--- config.mk ---
export PLATFORM = sky130hd
export DESIGN_NAME = sirq_status_ctrl
export DESIGN_NICKNAME = d
export VERILOG_FILES = /design/src/rtl/sirq_pkg.sv /design/src/rtl/sirq_sticky_bank.sv /design/src/rtl/sirq_mask_reg.sv /design/src/rtl/sirq_line_reduce.sv /design/src/rtl/sirq_status_ctrl.sv
export SDC_FILE = /design/constraint.sdc
export NUM_CORES = 1
export LEC_CHECK = 0
export ABC_AREA = 0
export BUFFER_PORTS_ARGS = -buffer_cell sky130_fd_sc_hd__buf_2
export CORE_MARGIN = 2
export CORE_UTILIZATION = 45
export DETAILED_ROUTE_END_ITERATION = 10
export PLACE_DENSITY_LB_ADDON = 0.2
export SLEW_MARGIN = 20
export SYNTH_ARGS = -nofsm -noshare
export SYNTH_HDL_FRONTEND = slang
export SYNTH_HIERARCHICAL = 1
export SYNTH_SLANG_ARGS = --single-unit
--- constraint.sdc ---
create_clock -name clk -period 1.6 [get_ports clk]
set_input_delay 0.24 -clock clk [delete_from_list [all_inputs] [get_ports clk]]
set_output_delay 0.24 -clock clk [all_outputs]
set_load 0.02 [all_outputs]
--- src/rtl/sirq_pkg.sv ---
package sirq_pkg;
    parameter int EVT_N  = 11;
    parameter int LVL_N  = 11;
    parameter int STAT_W = EVT_N + LVL_N;
    parameter int DATA_W = 32;
    parameter int ADDR_W = 8;
    parameter int NUM_LINES = 2;

    parameter logic [ADDR_W-1:0] OFS_STATUS    = 8'h34;
    parameter logic [ADDR_W-1:0] OFS_CLEAR     = 8'h38;
    parameter logic [ADDR_W-1:0] OFS_MASK_MAIN = 8'h3C;
    parameter logic [ADDR_W-1:0] OFS_MASK_AUX  = 8'h40;

    typedef enum logic [2:0] {
        SEL_NONE,
        SEL_STATUS,
        SEL_CLEAR,
        SEL_MASK_MAIN,
        SEL_MASK_AUX
    } reg_sel_e;

    function automatic reg_sel_e decode_sel(input logic [ADDR_W-1:0] a);
        case (a)
            OFS_STATUS:    return SEL_STATUS;
            OFS_CLEAR:     return SEL_CLEAR;
            OFS_MASK_MAIN: return SEL_MASK_MAIN;
            OFS_MASK_AUX:  return SEL_MASK_AUX;
            default:       return SEL_NONE;
        endcase
    endfunction
endpackage

--- src/rtl/sirq_sticky_bank.sv ---
module sirq_sticky_bank #(
    parameter int N = 11
) (
    input  logic         clk,
    input  logic         rst_n,
    input  logic [N-1:0] set_i,
    input  logic [N-1:0] clr_i,
    output logic [N-1:0] q_o
);
    typedef struct packed {
        logic [N-1:0] bits;
    } sticky_t;

    sticky_t st_d, st_q;

    always_comb begin
        st_d = st_q;
        // set is applied after clear so a colliding set survives
        st_d.bits = (st_q.bits & ~clr_i) | set_i;
    end

    always_ff @(posedge clk or negedge rst_n) begin
        if (!rst_n) st_q <= '0;
        else        st_q <= st_d;
    end

    assign q_o = st_q.bits;

    p_set_lands_r2: assert property (@(posedge clk) disable iff (!rst_n)
        (|set_i) |=> ((q_o & $past(set_i)) == $past(set_i)));

    p_set_beats_clear_r4: assert property (@(posedge clk) disable iff (!rst_n)
        (|(set_i & clr_i)) |=> ((q_o & $past(set_i & clr_i)) == $past(set_i & clr_i)));

    p_clear_drops_r3: assert property (@(posedge clk) disable iff (!rst_n)
        (|(clr_i & ~set_i)) |=> ((q_o & $past(clr_i & ~set_i)) == '0));

    p_untouched_hold_r2: assert property (@(posedge clk) disable iff (!rst_n)
        1'b1 |=> ((q_o & $past(~set_i & ~clr_i)) == ($past(q_o) & $past(~set_i & ~clr_i))));
endmodule

--- src/rtl/sirq_mask_reg.sv ---
module sirq_mask_reg #(
    parameter int                 W      = 22,
    parameter int                 DW     = 32,
    parameter int                 AW     = 8,
    parameter logic [AW-1:0]      OFS    = '0
) (
    input  logic          clk,
    input  logic          rst_n,
    input  logic          wr_i,
    input  logic [AW-1:0] addr_i,
    input  logic [DW-1:0] wdata_i,
    output logic [W-1:0]  q_o
);
    typedef struct packed {
        logic [W-1:0] mask;
    } mask_t;

    mask_t m_d, m_q;
    logic  hit;

    assign hit = wr_i && (addr_i == OFS);

    always_comb begin
        m_d = m_q;
        if (hit) m_d.mask = wdata_i[W-1:0];
    end

    always_ff @(posedge clk or negedge rst_n) begin
        if (!rst_n) m_q <= '0;
        else        m_q <= m_d;
    end

    assign q_o = m_q.mask;

    p_mask_write_r6: assert property (@(posedge clk) disable iff (!rst_n)
        (wr_i && addr_i == OFS) |=> (q_o == $past(wdata_i[W-1:0])));

    p_mask_hold_r6: assert property (@(posedge clk) disable iff (!rst_n)
        !(wr_i && addr_i == OFS) |=> $stable(q_o));
endmodule

--- src/rtl/sirq_line_reduce.sv ---
module sirq_line_reduce #(
    parameter int W = 22
) (
    input  logic [W-1:0] status_i,
    input  logic [W-1:0] mask_i,
    output logic         irq_o
);
    logic [W-1:0] hits;
    assign hits  = status_i & mask_i;
    assign irq_o = |hits;
endmodule

--- src/rtl/sirq_status_ctrl.sv ---
module sirq_status_ctrl
    import sirq_pkg::*;
#(
    parameter int N_EVT = EVT_N,
    parameter int N_LVL = LVL_N
) (
    input  logic              clk,
    input  logic              rst_n,
    input  logic              reg_wr,
    input  logic [ADDR_W-1:0] reg_addr,
    input  logic [DATA_W-1:0] reg_wdata,
    output logic [DATA_W-1:0] reg_rdata,
    input  logic [N_EVT-1:0]  evt_set_i,
    input  logic [N_LVL-1:0]  lvl_i,
    output logic              irq_main_o,
    output logic              irq_aux_o
);
    localparam int SW = N_EVT + N_LVL;

    reg_sel_e         sel;
    logic [N_EVT-1:0] clr_vec;
    logic [N_EVT-1:0] evt_q;
    logic [SW-1:0]    status;
    logic [SW-1:0]    mask_q [NUM_LINES];
    logic [NUM_LINES-1:0] irq;

    assign sel     = decode_sel(reg_addr);
    assign clr_vec = (reg_wr && sel == SEL_CLEAR) ? reg_wdata[N_EVT-1:0] : '0;

    sirq_sticky_bank #(.N(N_EVT)) i_sticky (
        .clk   (clk),
        .rst_n (rst_n),
        .set_i (evt_set_i),
        .clr_i (clr_vec),
        .q_o   (evt_q)
    );

    assign status = {lvl_i, evt_q};

    for (genvar g = 0; g < NUM_LINES; g++) begin : g_line
        localparam logic [ADDR_W-1:0] LINE_OFS = (g == 0) ? OFS_MASK_MAIN : OFS_MASK_AUX;

        sirq_mask_reg #(
            .W   (SW),
            .DW  (DATA_W),
            .AW  (ADDR_W),
            .OFS (LINE_OFS)
        ) i_mask (
            .clk     (clk),
            .rst_n   (rst_n),
            .wr_i    (reg_wr),
            .addr_i  (reg_addr),
            .wdata_i (reg_wdata),
            .q_o     (mask_q[g])
        );

        sirq_line_reduce #(.W(SW)) i_reduce (
            .status_i (status),
            .mask_i   (mask_q[g]),
            .irq_o    (irq[g])
        );
    end

    assign irq_main_o = irq[0];
    assign irq_aux_o  = irq[1];

    always_comb begin
        reg_rdata = '0;
        case (sel)
            SEL_STATUS:    reg_rdata[SW-1:0] = status;
            SEL_MASK_MAIN: reg_rdata[SW-1:0] = mask_q[0];
            SEL_MASK_AUX:  reg_rdata[SW-1:0] = mask_q[1];
            default:       reg_rdata = '0;
        endcase
    end

    p_main_quiet_r7: assert property (@(posedge clk) disable iff (!rst_n)
        (mask_q[0] == '0) |-> !irq_main_o);

    p_aux_quiet_r7: assert property (@(posedge clk) disable iff (!rst_n)
        (mask_q[1] == '0) |-> !irq_aux_o);

    p_level_ignores_clear_r5: assert property (@(posedge clk) disable iff (!rst_n)
        (reg_wr && reg_addr == OFS_STATUS) |-> (reg_rdata[SW-1:N_EVT] == lvl_i));

    p_upper_zero_r6: assert property (@(posedge clk) disable iff (!rst_n)
        reg_rdata[DATA_W-1:SW] == '0);
endmodule

==> run_summary.xml <==
<?xml version="1.0" encoding="UTF-8"?>
<metrics>
  <group name="run_status">
    <metric name="run_status" unit="">finished with violations</metric>
    <metric name="failing_checks" unit="">negative setup slack</metric>
  </group>
  <group name="clock_tree">
    <metric name="path_clk_slew" unit="ns">0.11</metric>
    <metric name="clock_tree.htree_level_count" unit="">2</metric>
    <metric name="cts_made_buffers" unit="">5</metric>
    <metric name="clock-root-buffer" unit="">clkbuf_8</metric>
    <metric name="cts_tree" unit="">built</metric>
    <metric name="cts_num_sinks" unit="">55</metric>
    <metric name="insertion_delay" unit="ns">0.31</metric>
    <metric name="cts_max_path_buffers" unit="">2</metric>
  </group>
  <group name="drt">
    <metric name="num_vias" unit="">2434</metric>
    <metric name="drt-wirelength-per-cell" unit="um">18.5</metric>
    <metric name="drc" unit="">0</metric>
    <metric name="via_density_per_instance" unit="">5.34</metric>
    <metric name="routed_wl" unit="mm">8.44</metric>
    <metric name="postRouteAntennaNets" unit="">0</metric>
    <metric name="initial_detailed_routing_violation_count" unit="">107</metric>
    <metric name="drt-pass1-iter-count" unit="">4</metric>
  </group>
  <group name="finish">
    <metric name="final.fill_count" unit="">554</metric>
    <metric name="regArea" unit="um^2">1380</metric>
    <metric name="finalNetCount" unit="">421</metric>
    <metric name="postLayoutCoreUtil" unit="%">65.3</metric>
    <metric name="mostFrequentLayoutCells" unit="">dfrtp_1 (55), buf_2 (53), mux2_4 (41)</metric>
    <metric name="stdcell_area" unit="um^2">4660</metric>
    <metric name="multiInputGateArea" unit="um^2">2040</metric>
    <metric name="diode_insertion_count_for_antenna_repair" unit="">0</metric>
    <metric name="drive_gt1_share" unit="%">57.7</metric>
    <metric name="mostFrequentLayoutCell" unit="">dfrtp_1</metric>
    <metric name="area_growth_syn_to_layout" unit="%">43.0</metric>
  </group>
  <group name="synthesis">
    <metric name="post_synth.cell_area_avg" unit="um^2">13.0</metric>
    <metric name="ys_ff_latch" unit="">55</metric>
    <metric name="post_synthesis_cell_type_count" unit="">34</metric>
    <metric name="postSynthCellCount" unit="">250</metric>
    <metric name="syn_area" unit="um^2">3260</metric>
    <metric name="yosys_most_used_dff" unit="">dfrtp_1</metric>
    <metric name="synth.yosys.seq_area_share" unit="%">42.2</metric>
    <metric name="synth_async_sr_flop_share" unit="%">100</metric>
    <metric name="synth-edff-count" unit="">0</metric>
    <metric name="yosysWarningCount" unit="">6</metric>
  </group>
  <group name="timing">
    <metric name="worst_setup_slack_after_layout" unit="ns">-0.350</metric>
    <metric name="post-route-period-util" unit="%">122</metric>
    <metric name="report.final.setup_viol" unit="">19</metric>
    <metric name="report.final.slew_viol_count" unit="">0</metric>
    <metric name="grt_setup_unrepaired" unit="">yes</metric>
    <metric name="finalHoldViolCount" unit="">0</metric>
    <metric name="worst_setup_skew_after_layout" unit="ns">0</metric>
    <metric name="final_period_minus_worst_setup_slack" unit="ns">1.95</metric>
    <metric name="whs" unit="ns">0.0954</metric>
    <metric name="timing.fmax" unit="MHz">513</metric>
  </group>
  <group name="global_routing">
    <metric name="number_of_antenna_violations_at_the_first_check_in_global_routing" unit="">0</metric>
    <metric name="number_of_global_route_vias_before_repair" unit="">2509</metric>
    <metric name="maximum_number_of_pins_on_one_net_before_global_route_repair" unit="">56</metric>
    <metric name="grt.total_usage" unit="%">21.5</metric>
    <metric name="globalRouteOverflowTotal" unit="">0</metric>
    <metric name="grt_pass1_wl" unit="mm">12.8</metric>
  </group>
  <group name="pwr">
    <metric name="ir_worst_vdd" unit="mV">0.405</metric>
    <metric name="leakage" unit="nW">2.22</metric>
    <metric name="cellPowerDensity" unit="nW/um^2">644</metric>
  </group>
  <group name="critical_path">
    <metric name="worstPathMaxFanout" unit="">3</metric>
    <metric name="critical_path_required" unit="ns">1.36</metric>
    <metric name="crit_path_end_kind" unit="">output port</metric>
    <metric name="timing.critical_path.from_type" unit="">flip-flop</metric>
    <metric name="setup_cp_type" unit="">flip-flop to output port</metric>
    <metric name="worst_ep_arrival_time" unit="ns">1.71</metric>
  </group>
  <group name="place">
    <metric name="routabilityCongestion" unit="">0.728</metric>
    <metric name="detailed_place.area" unit="um^2">3890</metric>
    <metric name="dpl.hpwl" unit="mm">5.52</metric>
    <metric name="io_buffer_count" unit="">78</metric>
  </group>
  <group name="floorplan">
    <metric name="height_of_the_chip" unit="um">89.1</metric>
    <metric name="boundaryPins" unit="">99</metric>
    <metric name="fp-row-count" unit="">31</metric>
    <metric name="start_util" unit="%">45.7</metric>
    <metric name="die_x" unit="um">89.1</metric>
    <metric name="total_core_area" unit="um^2">7140</metric>
    <metric name="die_outline_area" unit="um^2">7950</metric>
  </group>
  <group name="run">
    <metric name="cap_viol_max_count" unit="">0</metric>
  </group>
  <group name="hold_path">
    <metric name="timing.hold.worst.class" unit="">input pin to flip-flop</metric>
  </group>
</metrics>
## per-layer routing
metal  vias up  GRT usage [%]  part of all wire (%)
met2        70           34.5                    49
met4         0           6.65                   1.5
met3         8           3.14                   4.5
met1      1216           30.1                    45
li1       1140              -                     -
met5         -              0                     0
## path summary, 6_finish.rpt
path                                                      startpoint  cells past startpoint                                   end  slack (ns)
worst min register to register  g_line[0].i_mask/q_o[21]$_DFFE_PN0P_                      1  g_line[0].i_mask/q_o[21]$_DFFE_PN0P_        0.54
min in group asynchronous                                      rst_n                      3             i_sticky/q_o[3]$_DFF_PN0_        0.45
worst max-delay path                       i_sticky/q_o[4]$_DFF_PN0_                      5                             irq_aux_o       -0.35
max in group asynchronous                                      rst_n                      3             i_sticky/q_o[8]$_DFF_PN0_        0.89
worst min-delay path                                    evt_set_i[1]                      2             i_sticky/q_o[1]$_DFF_PN0_         0.1
worst max register to register  g_line[0].i_mask/q_o[19]$_DFFE_PN0P_                      2  g_line[0].i_mask/q_o[19]$_DFFE_PN0P_        0.70
## layout make-up
cell class	instances	share of cell area [%]
clock inverters	3	0.993
inverters	12	0.966
multi-input cells	169	43.7
flip-flops and latches	55	29.5
well taps	99	2.66
clock buffers	5	1.48
repair buffers	113	20.7
## cell usage after synthesis (all sizes together), types with 2 or more instances
master / n / area share, %
and4bb: 2 / 0.77
a22o: 6 / 1.6
nand4: 3 / 1.0
dfrtp: 55 / 42
nor4: 2 / 0.84
nor2: 6 / 0.69
and3: 2 / 0.38
nand2: 3 / 0.35
and4b: 2 / 0.61
inv: 12 / 1.4
o2bb2ai: 18 / 4.8
a22oi: 8 / 1.8
and2: 11 / 2.5
a21o: 11 / 2.5
a221oi: 8 / 2.5
mux2: 48 / 21
a32oi: 4 / 1.1
buf: 23 / 5.9
mux2i: 18 / 5.5
## where the power goes
part | switching [mW] | internal [mW] | leakage (nW) | total, mW
Combinational | 0.273 | 0.284 | 1.46 | 0.557
Sequential | 0.0583 | 1.44 | 0.703 | 1.50
Clock | 0.473 | 0.472 | 0.0548 | 0.945
Total | 0.803 | 2.20 | 2.22 | 3.00
## logic make-up after synthesis
group	Yosys count	share of synthesized area, %
mux	66	26.7
simple gates	38	9.28
other cells	1	0.115
flops	55	42.2
compound gates	55	14.4
buf+inv	35	7.29
## flip-flops by register name, indices dropped and copies added, names as in the netlist
signal and cells:
i_sticky/q_o 11, g_line.i_mask/q_o 44
## critical path, stage by stage (launching register included)
cell	delay, ns
dfrtp_1	0.41
a22o_1	0.22
a221oi_2	0.22
and3_1	0.21
nand4_1	0.16
buf_6	0.18
## per-stage QoR
step	total power [mW]	setup TNS, ns	std cells	worst slack (ns)
2_1_floorplan	1.79	-0.490	259	-0.0417
3_3_place_gp	1.99	-4.11	435	-0.235
3_5_place_dp	2.00	-4.24	435	-0.236
4_1_cts	2.98	-1.45	453	-0.351
5_1_grt	3.13	-2.77	456	-0.396
6_report	3.00	-2.00	456	-0.350
## timing repair
item	in CTS	in global routing
gates cloned	3	0
hold buffers	1	0
endpoints found under the hold margin	55	0
setup endpoints to repair	23	24
pin swaps	4	6
setup buffers	6	4
resized for setup	65	25
No activity file was read; power rests on OpenSTA's default activity.
